**config.mk**
```make
export PLATFORM = sky130hd
export DESIGN_NAME = sm_block_admit
export DESIGN_NICKNAME = d
export VERILOG_FILES = /design/src/rtl/sm_admit_pkg.sv /design/src/rtl/sm_adm_check.sv /design/src/rtl/sm_adm_slot_table.sv /design/src/rtl/sm_adm_usage.sv /design/src/rtl/sm_block_admit.sv
export SDC_FILE = /design/constraint.sdc
export NUM_CORES = 1
export LEC_CHECK = 0
export ABC_AREA = 1
export BUFFER_PORTS_ARGS = -buffer_cell sky130_fd_sc_hd__buf_4
export CAP_MARGIN = 10
export CORE_ASPECT_RATIO = 1.25
export CORE_MARGIN = 2
export CORE_UTILIZATION = 45
export CTS_CLUSTER_SIZE = 30
export DETAILED_ROUTE_END_ITERATION = 8
export SLEW_MARGIN = 20
export SYNTH_ARGS = -nofsm -noshare
export SYNTH_HDL_FRONTEND = slang
export SYNTH_SLANG_ARGS = --single-unit
```
**constraint.sdc**
```tcl
create_clock -name clk -period 6.3 [get_ports clk]
set_input_delay 0 -clock clk [delete_from_list [all_inputs] [get_ports clk]]
set_output_delay 0 -clock clk [all_outputs]
set_load 0.01 [all_outputs]
```
**src/rtl/sm_admit_pkg.sv**
```systemverilog
package sm_admit_pkg;
  typedef enum logic [2:0] {
    ADM_OK         = 3'd0,
    ADM_BAD_REQ    = 3'd1,
    ADM_NO_SLOT    = 3'd2,
    ADM_NO_THREADS = 3'd3,
    ADM_NO_REGS    = 3'd4
  } adm_reason_e;
endpackage

```
**src/rtl/sm_adm_check.sv**
```systemverilog
module sm_adm_check #(
  parameter int THREAD_SLOTS = 1536,
  parameter int REG_FILE     = 16384,
  parameter int THR_W        = 11,
  parameter int RPT_W        = 7,
  parameter int UTH_W        = 11,
  parameter int URG_W        = 15,
  localparam int NEED_W      = THR_W + RPT_W
) (
  input  logic [THR_W-1:0]  req_threads,
  input  logic [RPT_W-1:0]  req_rpt,
  input  logic              slots_full,
  input  logic [UTH_W-1:0]  used_threads,
  input  logic [URG_W-1:0]  used_regs,
  output logic              ok,
  output logic [2:0]        reason,
  output logic [NEED_W-1:0] need_regs
);
  import sm_admit_pkg::*;

  localparam int CMP_W = NEED_W + 2;

  logic [CMP_W-1:0] thr_sum;
  logic [CMP_W-1:0] reg_sum;
  logic             bad_req;
  logic             thr_over;
  logic             reg_over;
  adm_reason_e      reason_e;

  always_comb begin
    need_regs = NEED_W'(req_threads) * NEED_W'(req_rpt);
    thr_sum   = CMP_W'(used_threads) + CMP_W'(req_threads);
    reg_sum   = CMP_W'(used_regs) + CMP_W'(need_regs);
    bad_req   = (req_threads == '0) || (CMP_W'(req_threads) > CMP_W'(THREAD_SLOTS));
    thr_over  = thr_sum > CMP_W'(THREAD_SLOTS);
    reg_over  = reg_sum > CMP_W'(REG_FILE);
    if (bad_req)         reason_e = ADM_BAD_REQ;
    else if (slots_full) reason_e = ADM_NO_SLOT;
    else if (thr_over)   reason_e = ADM_NO_THREADS;
    else if (reg_over)   reason_e = ADM_NO_REGS;
    else                 reason_e = ADM_OK;
    ok     = (reason_e == ADM_OK);
    reason = reason_e;
  end
endmodule

```
**src/rtl/sm_adm_slot_table.sv**
```systemverilog
module sm_adm_slot_table #(
  parameter int BLOCK_SLOTS = 8,
  parameter int THR_W       = 11,
  parameter int URG_W       = 15,
  localparam int SLOT_W     = (BLOCK_SLOTS > 1) ? $clog2(BLOCK_SLOTS) : 1
) (
  input  logic              clk,
  input  logic              rst_n,
  input  logic              alloc_en,
  input  logic [THR_W-1:0]  alloc_thr,
  input  logic [URG_W-1:0]  alloc_regs,
  input  logic              free_en,
  input  logic [SLOT_W-1:0] free_slot,
  output logic [BLOCK_SLOTS-1:0] busy,
  output logic              full,
  output logic [SLOT_W-1:0] first_free,
  output logic              free_hit,
  output logic [THR_W-1:0]  freed_thr,
  output logic [URG_W-1:0]  freed_regs
);
  logic [BLOCK_SLOTS-1:0] busy_q;
  logic [BLOCK_SLOTS-1:0] busy_d;
  logic [BLOCK_SLOTS-1:0] alloc_oh;
  logic [BLOCK_SLOTS-1:0] free_oh;
  logic [THR_W-1:0]       thr_q [BLOCK_SLOTS];
  logic [URG_W-1:0]       reg_q [BLOCK_SLOTS];

  always_comb begin
    first_free = '0;
    for (int i = BLOCK_SLOTS - 1; i >= 0; i--) begin
      if (!busy_q[i]) first_free = SLOT_W'(i);
    end
    full       = &busy_q;
    free_hit   = free_en && busy_q[free_slot];
    freed_thr  = thr_q[free_slot];
    freed_regs = reg_q[free_slot];
  end

  generate
    for (genvar s = 0; s < BLOCK_SLOTS; s++) begin : g_slot
      always_comb begin
        alloc_oh[s] = alloc_en && (first_free == SLOT_W'(s));
        free_oh[s]  = free_hit && (free_slot == SLOT_W'(s));
        busy_d[s]   = (busy_q[s] && !free_oh[s]) || alloc_oh[s];
      end

      always_ff @(posedge clk or negedge rst_n) begin
        if (!rst_n) begin
          thr_q[s] <= '0;
          reg_q[s] <= '0;
        end else if (alloc_oh[s]) begin
          thr_q[s] <= alloc_thr;
          reg_q[s] <= alloc_regs;
        end
      end
    end
  endgenerate

  always_ff @(posedge clk or negedge rst_n) begin
    if (!rst_n) busy_q <= '0;
    else        busy_q <= busy_d;
  end

  assign busy = busy_q;

  assert_alloc_to_idle_R7: assert property (@(posedge clk) disable iff (!rst_n)
    alloc_en |-> (!busy_q[first_free] && !full));
  assert_alloc_marks_busy_R7: assert property (@(posedge clk) disable iff (!rst_n)
    alloc_en |=> busy_q[$past(first_free)]);
  assert_idle_done_ignored_R9: assert property (@(posedge clk) disable iff (!rst_n)
    (free_en && !busy_q[free_slot] && !alloc_en) |=> $stable(busy_q));
endmodule

```
**src/rtl/sm_adm_usage.sv**
```systemverilog
module sm_adm_usage #(
  parameter int THREAD_SLOTS = 1536,
  parameter int REG_FILE     = 16384,
  parameter int BLOCK_SLOTS  = 8,
  parameter int UTH_W        = 11,
  parameter int URG_W        = 15,
  parameter int CNT_W        = 4,
  parameter int THR_W        = 11
) (
  input  logic             clk,
  input  logic             rst_n,
  input  logic             add_en,
  input  logic [THR_W-1:0] add_thr,
  input  logic [URG_W-1:0] add_regs,
  input  logic             sub_en,
  input  logic [THR_W-1:0] sub_thr,
  input  logic [URG_W-1:0] sub_regs,
  output logic [UTH_W-1:0] used_threads,
  output logic [URG_W-1:0] used_regs,
  output logic [CNT_W-1:0] used_blocks
);
  logic [UTH_W-1:0] thr_q, thr_d;
  logic [URG_W-1:0] reg_q, reg_d;
  logic [CNT_W-1:0] blk_q, blk_d;
  logic             upd;

  always_comb begin
    upd   = add_en || sub_en;
    thr_d = thr_q;
    reg_d = reg_q;
    blk_d = blk_q;
    if (sub_en) begin
      thr_d = thr_d - UTH_W'(sub_thr);
      reg_d = reg_d - sub_regs;
      blk_d = blk_d - CNT_W'(1);
    end
    if (add_en) begin
      thr_d = thr_d + UTH_W'(add_thr);
      reg_d = reg_d + add_regs;
      blk_d = blk_d + CNT_W'(1);
    end
  end

  always_ff @(posedge clk or negedge rst_n) begin
    if (!rst_n) begin
      thr_q <= '0;
      reg_q <= '0;
      blk_q <= '0;
    end else if (upd) begin
      thr_q <= thr_d;
      reg_q <= reg_d;
      blk_q <= blk_d;
    end
  end

  assign used_threads = thr_q;
  assign used_regs    = reg_q;
  assign used_blocks  = blk_q;

  assert_thread_cap_R4: assert property (@(posedge clk) disable iff (!rst_n)
    32'(thr_q) <= THREAD_SLOTS);
  assert_reg_cap_R5: assert property (@(posedge clk) disable iff (!rst_n)
    32'(reg_q) <= REG_FILE);
  assert_block_cap_R3: assert property (@(posedge clk) disable iff (!rst_n)
    32'(blk_q) <= BLOCK_SLOTS);
endmodule

```
**src/rtl/sm_block_admit.sv**
```systemverilog
module sm_block_admit #(
  parameter int THREAD_SLOTS = 1536,
  parameter int BLOCK_SLOTS  = 8,
  parameter int REG_FILE     = 16384,
  parameter int THR_W        = 11,
  parameter int RPT_W        = 7,
  localparam int SLOT_W      = (BLOCK_SLOTS > 1) ? $clog2(BLOCK_SLOTS) : 1,
  localparam int CNT_W       = $clog2(BLOCK_SLOTS + 1),
  localparam int UTH_W       = $clog2(THREAD_SLOTS + 1),
  localparam int URG_W       = $clog2(REG_FILE + 1)
) (
  input  logic                   clk,
  input  logic                   rst_n,
  input  logic                   req_valid,
  input  logic [THR_W-1:0]       req_threads,
  input  logic [RPT_W-1:0]       req_rpt,
  input  logic                   done_valid,
  input  logic [SLOT_W-1:0]      done_slot,
  output logic                   resp_valid,
  output logic                   resp_ok,
  output logic [2:0]             resp_reason,
  output logic [SLOT_W-1:0]      resp_slot,
  output logic [BLOCK_SLOTS-1:0] slot_busy,
  output logic [CNT_W-1:0]       used_blocks,
  output logic [UTH_W-1:0]       used_threads,
  output logic [URG_W-1:0]       used_regs
);
  import sm_admit_pkg::*;

  localparam int NEED_W = THR_W + RPT_W;

  logic              chk_ok;
  logic [2:0]        chk_reason;
  logic [NEED_W-1:0] need_regs;
  logic              full;
  logic [SLOT_W-1:0] first_free;
  logic              free_hit;
  logic [THR_W-1:0]  freed_thr;
  logic [URG_W-1:0]  freed_regs;
  logic              admit;

  logic              rv_q, rv_d;
  logic              rok_q, rok_d;
  logic [2:0]        rrs_q, rrs_d;
  logic [SLOT_W-1:0] rsl_q, rsl_d;

  sm_adm_check #(
    .THREAD_SLOTS(THREAD_SLOTS), .REG_FILE(REG_FILE),
    .THR_W(THR_W), .RPT_W(RPT_W), .UTH_W(UTH_W), .URG_W(URG_W)
  ) u_check (
    .req_threads (req_threads),
    .req_rpt     (req_rpt),
    .slots_full  (full),
    .used_threads(used_threads),
    .used_regs   (used_regs),
    .ok          (chk_ok),
    .reason      (chk_reason),
    .need_regs   (need_regs)
  );

  assign admit = req_valid && chk_ok;

  sm_adm_slot_table #(
    .BLOCK_SLOTS(BLOCK_SLOTS), .THR_W(THR_W), .URG_W(URG_W)
  ) u_slots (
    .clk       (clk),
    .rst_n     (rst_n),
    .alloc_en  (admit),
    .alloc_thr (req_threads),
    .alloc_regs(URG_W'(need_regs)),
    .free_en   (done_valid),
    .free_slot (done_slot),
    .busy      (slot_busy),
    .full      (full),
    .first_free(first_free),
    .free_hit  (free_hit),
    .freed_thr (freed_thr),
    .freed_regs(freed_regs)
  );

  sm_adm_usage #(
    .THREAD_SLOTS(THREAD_SLOTS), .REG_FILE(REG_FILE), .BLOCK_SLOTS(BLOCK_SLOTS),
    .UTH_W(UTH_W), .URG_W(URG_W), .CNT_W(CNT_W), .THR_W(THR_W)
  ) u_usage (
    .clk         (clk),
    .rst_n       (rst_n),
    .add_en      (admit),
    .add_thr     (req_threads),
    .add_regs    (URG_W'(need_regs)),
    .sub_en      (free_hit),
    .sub_thr     (freed_thr),
    .sub_regs    (freed_regs),
    .used_threads(used_threads),
    .used_regs   (used_regs),
    .used_blocks (used_blocks)
  );

  always_comb begin
    rv_d  = req_valid;
    rok_d = rok_q;
    rrs_d = rrs_q;
    rsl_d = rsl_q;
    if (req_valid) begin
      rok_d = chk_ok;
      rrs_d = chk_reason;
      rsl_d = chk_ok ? first_free : '0;
    end
  end

  always_ff @(posedge clk or negedge rst_n) begin
    if (!rst_n) rv_q <= 1'b0;
    else        rv_q <= rv_d;
  end

  always_ff @(posedge clk or negedge rst_n) begin
    if (!rst_n) begin
      rok_q <= 1'b0;
      rrs_q <= ADM_OK;
      rsl_q <= '0;
    end else if (req_valid) begin
      rok_q <= rok_d;
      rrs_q <= rrs_d;
      rsl_q <= rsl_d;
    end
  end

  assign resp_valid  = rv_q;
  assign resp_ok     = rok_q;
  assign resp_reason = rrs_q;
  assign resp_slot   = rsl_q;

  assert_resp_follows_req_R8: assert property (@(posedge clk) disable iff (!rst_n)
    req_valid |=> resp_valid);
  assert_no_spurious_resp_R8: assert property (@(posedge clk) disable iff (!rst_n)
    !req_valid |=> !resp_valid);
  assert_bad_req_refused_R2: assert property (@(posedge clk) disable iff (!rst_n)
    (req_valid && req_threads == '0) |=> (!resp_ok && resp_reason == ADM_BAD_REQ));
  assert_count_matches_busy_R11: assert property (@(posedge clk) disable iff (!rst_n)
    32'(used_blocks) == $countones(slot_busy));
  assert_full_refuses_R3: assert property (@(posedge clk) disable iff (!rst_n)
    (req_valid && (&slot_busy)) |=> !resp_ok);
endmodule

```
Word level (Yosys, flattened, before mapping)
Cells that the tools add are included.
Storage, ports and cells
  word-level logic and storage cells: 129
  flip-flop bits (word level): 254
Cells by class
  add/sub/neg operators: 8
  equality and inequality tests: 14
  magnitude comparators: 5
  mux-type cells: 27
  reduce and logical (&&, ||, !) cells: 49
  bitwise operators: 1
  multipliers: 1
Operators by type and width (count)
  2-to-1 mux 15 bit: 4
  binary-select mux 15 bit (select 3 bit): 1
  2-to-1 mux 11 bit: 4
  2-to-1 mux 3 bit: 13
  binary-select mux 11 bit (select 3 bit): 1
  logical AND 1 bit: 26
  == test 3 bit, second input constant: 8
  greater-than comparator 20 x 11 -> 1 bit, second input constant: 1
  greater-than comparator 20 x 15 -> 1 bit, second input constant: 1
  adder 15 x 18 -> 19 bit: 1
  multiplier 11 x 7 -> 18 bit: 1
  adder 15 bit: 1
  subtractor 15 bit: 1
  adder 11 x 11 -> 12 bit: 1
  == test 3 x 2 -> 1 bit, second input constant: 4
  adder 11 bit: 1
  greater-than comparator 11 bit, second input constant: 1
  zero test 11 bit: 1
  subtractor 11 bit: 1
  logical OR 1 bit: 10
  zero test 3 bit: 3
  zero test 1 bit: 8
  2-to-1 mux 4 bit: 2
  AND reduction 8 bit: 1
  8 further kinds: 9

Longest topological paths before layout
  depth after elaboration: 11
  depth in mapped cells: 38
  mapped depth without buffers: 36

Modules after synthesis
Synthesis repeated with hierarchy kept, for this count alone.
Unflattened totals
  cells, all modules: 2633
  area total of the unflattened synthesis: 19144.6 µm²
By module, submodules not included
  sm_adm_slot_table: area an instance 10078.4 µm², seq. area each 5405.2 µm², cells each 1185, times used 1
  sm_adm_check: area an instance 4394.2 µm², seq. area each 0.0 µm², cells each 724, times used 1
  sm_adm_usage: area an instance 4370.4 µm², seq. area each 750.7 µm², cells each 692, times used 1
  sm_block_admit: area an instance 301.5 µm², seq. area each 200.2 µm², cells each 32, times used 1

Least setup slack after synthesis
Ideal clock, no wire load.
  kind: input to register
  from: in req_rpt[5]
  to: reg u_slots.reg_q[56] (netlist bit)
  data required time: 6.158 ns
  data arrival time: 5.671 ns
  stages: 34
  slack: 0.487 ns
  library setup time: 0.142 ns
  path through: clkbuf_1 nand2_1 inv_1 fa_1 fa_1 fa_1 inv_1 fa_1 inv_1 ha_1 nand2_1 nand2_1 o21bai_1 nand3_1 nand3_1 or2_2 nand2_1 inv_1 ha_1 nand2_1 inv_1 nand3_1 nor3_1 nand2_1 nand2_1 xnor2_1 nand3_2 nor2_4 nand3_4 nor2_8 nand2_4 buf_6 nand2_1 o21ai_1
Between the ends
  cells in the longest elaborated chain, start to end: 10
RTL lines
  start, declared: RTL line sm_block_admit.sv:16  | input logic [RPT_W-1:0] req_rpt,
  multiplier 11 x 7 -> 18 bit: RTL line sm_adm_check.sv:31  | need_regs = NEED_W'(req_threads) * NEED_W'(req_rpt);
  named net need_regs[14]: RTL line sm_block_admit.sv:34  | logic [NEED_W-1:0] need_regs;
  adder 15 x 18 -> 19 bit: RTL line sm_adm_check.sv:33  | reg_sum = CMP_W'(used_regs) + CMP_W'(need_regs);
  greater-than comparator 20 x 15 -> 1 bit: RTL line sm_adm_check.sv:36  | reg_over = reg_sum > CMP_W'(REG_FILE);
  2-to-1 mux 3 bit: RTL line sm_adm_check.sv:40  | else if (reg_over) reason_e = ADM_NO_REGS;
  2-to-1 mux 3 bit: RTL line sm_adm_check.sv:39  | else if (thr_over) reason_e = ADM_NO_THREADS;
  2-to-1 mux 3 bit: RTL line sm_adm_check.sv:38  | else if (slots_full) reason_e = ADM_NO_SLOT;
  2-to-1 mux 3 bit: RTL line sm_adm_check.sv:37  | if (bad_req) reason_e = ADM_BAD_REQ;
  zero test 3 bit: RTL line sm_adm_check.sv:42  | ok = (reason_e == ADM_OK);
  logical AND 1 bit: RTL line sm_block_admit.sv:61  | assign admit = req_valid && chk_ok;
  logical AND 1 bit: RTL line sm_adm_slot_table.sv:42  | alloc_oh[s] = alloc_en && (first_free == SLOT_W'(s));
  end signal, assigned by index: RTL line sm_adm_slot_table.sv:53  | reg_q[s] <= alloc_regs;
  end, declared: RTL line sm_adm_slot_table.sv:26  | logic [URG_W-1:0] reg_q [BLOCK_SLOTS];
The timed path passes the listed nets, and every way through them passes these cells.
A chain may end at the register's enable or synchronous reset.

Worst setup path after layout
  from: in req_threads[8]
  to: reg u_slots.reg_q[95] (netlist bit)
Between the ends
  cells in the longest elaborated chain, start to end: 10
  elaborated cells between the ends (all ways): 15
  classes of those cells: add/sub (2); mul (1); order compare (3); mux (4); reduce/logical (5)
RTL lines
  start, declared: RTL line sm_block_admit.sv:15  | input logic [THR_W-1:0] req_threads,
  multiplier 11 x 7 -> 18 bit: RTL line sm_adm_check.sv:31
  named net need_regs[11]: RTL line sm_block_admit.sv:34
  adder 15 x 18 -> 19 bit: RTL line sm_adm_check.sv:33
  greater-than comparator 20 x 15 -> 1 bit: RTL line sm_adm_check.sv:36
  2-to-1 mux 3 bit: RTL line sm_adm_check.sv:40
  2-to-1 mux 3 bit: RTL line sm_adm_check.sv:39
  2-to-1 mux 3 bit: RTL line sm_adm_check.sv:38
  2-to-1 mux 3 bit: RTL line sm_adm_check.sv:37
  zero test 3 bit: RTL line sm_adm_check.sv:42
  logical AND 1 bit: RTL line sm_block_admit.sv:61
  logical AND 1 bit: RTL line sm_adm_slot_table.sv:42
The timed path passes the listed nets, and every way through them passes these cells.

==> impl_metrics.csv <==
group,metric,value,unit
detailed_routing,ant_nets,0,
timing,worst_pin_slew,1.072,ns
timing,slew_headroom,0.2853,
logic_synthesis,synth_area_per_cell,7.830,sq um
cts,cts_buffers,26,
detailed_routing,drcViolationCount,0,
worst_setup_path,startpoint_type,"primary input",
timing,fmax,167.4,MHz
logic_synthesis,synth_edf_count,0,
grt,grtUsageTotal,0.2530,
placed_design,placed_cell_area,0.01878,sq mm
grt,grt_pass1_wl,82360,microns
cts,clkTransAtPathRegs,0.06,ns
detailed_routing,firstDrtPassIters,5,
cells_and_area,fillers,3774,
cells_and_area,fin_nets,2537,
grt,grt_pass1_vias,15310,
timing,setup_violations,0,
pwr,p_sw,5047,uW
placed_design,portBuffers,70,
timing,fin_ws,0.3266,ns
pwr,pwr-share-seq,0.213,
timing,rsz0062_at_grt,"false",
floorplanning,die_w,181.5,microns
cells_and_area,final_area,0.02016,sq mm
timing,fin_crit,5.973,ns
worst_setup_path,crit_type,"in2reg",
logic_synthesis,seq_area_frac_synth,0.3587,
placed_design,gp_congestion,0.8882,
logic_synthesis,syn-cell-area,0.01772,sq mm
timing,tns,0,ns
pwr,swShare,0.4868,
worst_setup_path,crit_arrival,6.40,ns
timing,finClkSkew,0.01631,ns
grt,globalRouteOverflowTotal,0,
timing,finalCritPeriodShare,0.9482,
cells_and_area,antenna_cells,0,
floorplanning,std_cell_rows,81,
cts,cts_tree,"built",
pwr,comb_power_share,0.636,
cells_and_area,drive_gt1_frac,0.1064,
timing,final-hold-violation-count,0,
worst_setup_path,worstPathMaxFanout,7,
cts,htreeDepth,1,
pwr,p_int,5322,uW
floorplanning,core_area,0.03902,sq mm
grt,grt_antenna_before_repair,0,
placed_design,hpwlAfterDp,37040,microns
cts,clock_latency,0.55,ns
logic_synthesis,syn_nets,2451,
timing,drv_slew,0,
run_status,status,"finished, final reports clean",
cts,clock-sinks,254,
floorplanning,start_util,0.4541,
logic_synthesis,synth_cell_types,49,
cells_and_area,syn_to_final_growth,13.77,%
hold_path,hp-class,"in2async",
pwr,cellPowerDensity,514.4,mW/mm^2
pwr,p_leak,0.01033,uW
cts,cts_root_buf,"clkbuf_16",
logic_synthesis,synth-seq-cells,254,
worst_setup_path,cp_slowest_stage_delay,0.55,ns
floorplanning,dieHeight,225.9,microns
worst_setup_path,critPathCaptureType,"flip-flop",
logic_synthesis,async_flop_share,1.000,
logic_synthesis,synth_flop_cell,"dfrtp_1",
worst_setup_path,required,6.73,ns
detailed_routing,viasPerCell,5.443,
floorplanning,die_area,0.04099,sq mm
worst_setup_path,critPathMostFrequentCell,"nand2_1",
cts,cts_buffer_depth,3,
pwr,p_clk_frac,0.151,
pwr,vdd_drop_max,0.4993,mV
detailed_routing,wl,53680,microns
worst_setup_path,slowest_stage,"fa_1",
placed_design,pre_cts_ws,-0.06660,ns
detailed_routing,drt_iter0_markers,1307,
grt,grt_max_degree,177,
floorplanning,num_io_pins,71,
logic_synthesis,synthCells,2263,
worst_setup_path,reg2regPathDepth,20,
cells_and_area,finish.utilization,0.5167,
detailed_routing,wire_per_inst,18.73,microns
flow_run,cap_violations,0,
logic_synthesis,ys_warn_count,0,
detailed_routing,dr_total_vias,15600,
-- metrics by stage --
stage	hold slack, ns	cells	total power [uW]
floorplan	-0.2956	2263	6650
global placement	0.03816	2793	8429
detailed placement	0.04288	2793	8506
global route	0.05609	2866	11280
CTS	0.02483	2849	10100
finish	0.03070	2866	10370
-- synthesized netlist by cell type, drive strengths merged (4+ instances only) --
master | count | area (sq um)
a211oi | 4 | 30.03
a21oi | 82 | 417.9
a22oi | 56 | 420.4
a31oi | 7 | 43.79
buf | 55 | 529.3
clkbuf | 42 | 157.7
clkinv | 6 | 22.52
dfrtp | 254 | 6356
fa | 50 | 1001
ha | 113 | 1414
inv | 249 | 934.6
nand2 | 699 | 2694
nand3 | 95 | 508.0
nand3b | 7 | 52.55
nand4 | 40 | 250.2
nor2 | 78 | 340.3
nor3 | 14 | 70.07
o21ai | 292 | 1491
o21bai | 10 | 75.07
o31ai | 9 | 67.56
or2 | 6 | 37.54
xnor2 | 17 | 148.9
xor2 | 54 | 473.0
-- cell usage in the layout, fill, tap and decap left out, types with 7 or more instances in the layout --
cell | netlist | final
inv_1 | 243 | 243
o21bai_1 | 10 | 9
xor2_1 | 54 | 53
buf_4 | 2 | 118
buf_12 | 0 | 10
dlygate4sd3_1 | 0 | 9
nand3b_1 | 7 | 7
nand2_1 | 687 | 685
a21oi_1 | 80 | 77
dfrtp_1 | 254 | 254
nand4_1 | 40 | 40
fa_1 | 50 | 50
nor3_1 | 14 | 12
a22oi_1 | 56 | 56
buf_6 | 41 | 7
o31ai_1 | 9 | 9
o21ai_1 | 201 | 202
nor2_1 | 74 | 72
nand3_1 | 90 | 88
a31oi_1 | 7 | 7
o21ai_2 | 8 | 8
o21ai_0 | 83 | 82
xnor2_1 | 17 | 16
clkbuf_16 | 0 | 34
clkinv_2 | 0 | 8
ha_1 | 113 | 110
-- area by class of cell --
class / instances / area [sq um] / area share
Clock buffer: 36 / 769.5 / 0.03817
Tap cell: 498 / 623.1 / 0.03091
Multi-Input combinational cell: 1658 / 9863 / 0.4893
Inverter: 255 / 959.7 / 0.04760
Sequential cell: 254 / 6356 / 0.3153
Timing Repair Buffer: 154 / 1500 / 0.07442
Clock inverter: 11 / 87.58 / 0.004345
-- worst paths after layout --
check                                  startpoint                    end  slack (ns)
worst min-delay path                        rst_n         resp_reason[0]        0.03
max in group asynchronous                   rst_n     u_slots.reg_q[104]        4.77
worst min register to register  u_slots.thr_q[68]      u_slots.thr_q[68]        0.49
min in group clk                   req_threads[3]      u_slots.thr_q[58]        0.04
worst max register to register  u_slots.reg_q[62]  u_usage.used_regs[12]        1.61
worst max-delay path               req_threads[8]      u_slots.reg_q[95]        0.33
-- kinds of logic after synthesis --
family                     Yosys count  synth area share
AOI/OAI and AO/OA                  478            0.1517
xor gates and xnor gates            71           0.03509
adders and majority gates          163            0.1363
buffers and inverters              352           0.09278
DFF                                254            0.3587
and+or+nand+nor                    945            0.2254
-- power groups by stage --
stage | registers, uW | clock network, uW | logic [uW]
2_1_floorplan | 2160 | 0 | 4490
3_3_place_gp | 2230 | 0 | 6200
3_5_place_dp | 2230 | 0 | 6280
4_1_cts | 2200 | 1590 | 6310
5_1_grt | 2240 | 1660 | 7380
6_report | 2210 | 1570 | 6590
-- sequential cells by signal (all words and copies together), names as in the netlist, 3 cells and up --
register	cells
resp_slot	3
u_usage.used_blocks	4
u_slots.thr_q	88
resp_reason	3
u_slots.reg_q	120
u_slots.busy	8
u_usage.used_regs	15
u_usage.used_threads	11
-- metal layers --
layer	wire, microns	vias up	global-route usage
li1	-	7604	-
met1	22760	7444	0.3275
met2	26850	448	0.4499
met3	2366	104	0.01693
met4	1702	0	0.08628
met5	0	-	0
-- critical path, delay by kind of cell --
kind / cells / cell delay, ns
buffers and inverters: 7 / 1.28
XOR/XNOR: 1 / 0.19
adder cells (fa/ha/maj): 6 / 2.75
AO/OA/AOI/OAI: 2 / 0.25
AND/OR/NAND/NOR: 16 / 1.91
-- repair_timing --
item,in CTS,in global routing
endpoints found under the setup margin,0,222
hold endpoints to repair,108,0
hold buffers,9,0
resized for setup,0,29
setup buffers,0,7
(Power assumes the default switching activity.)
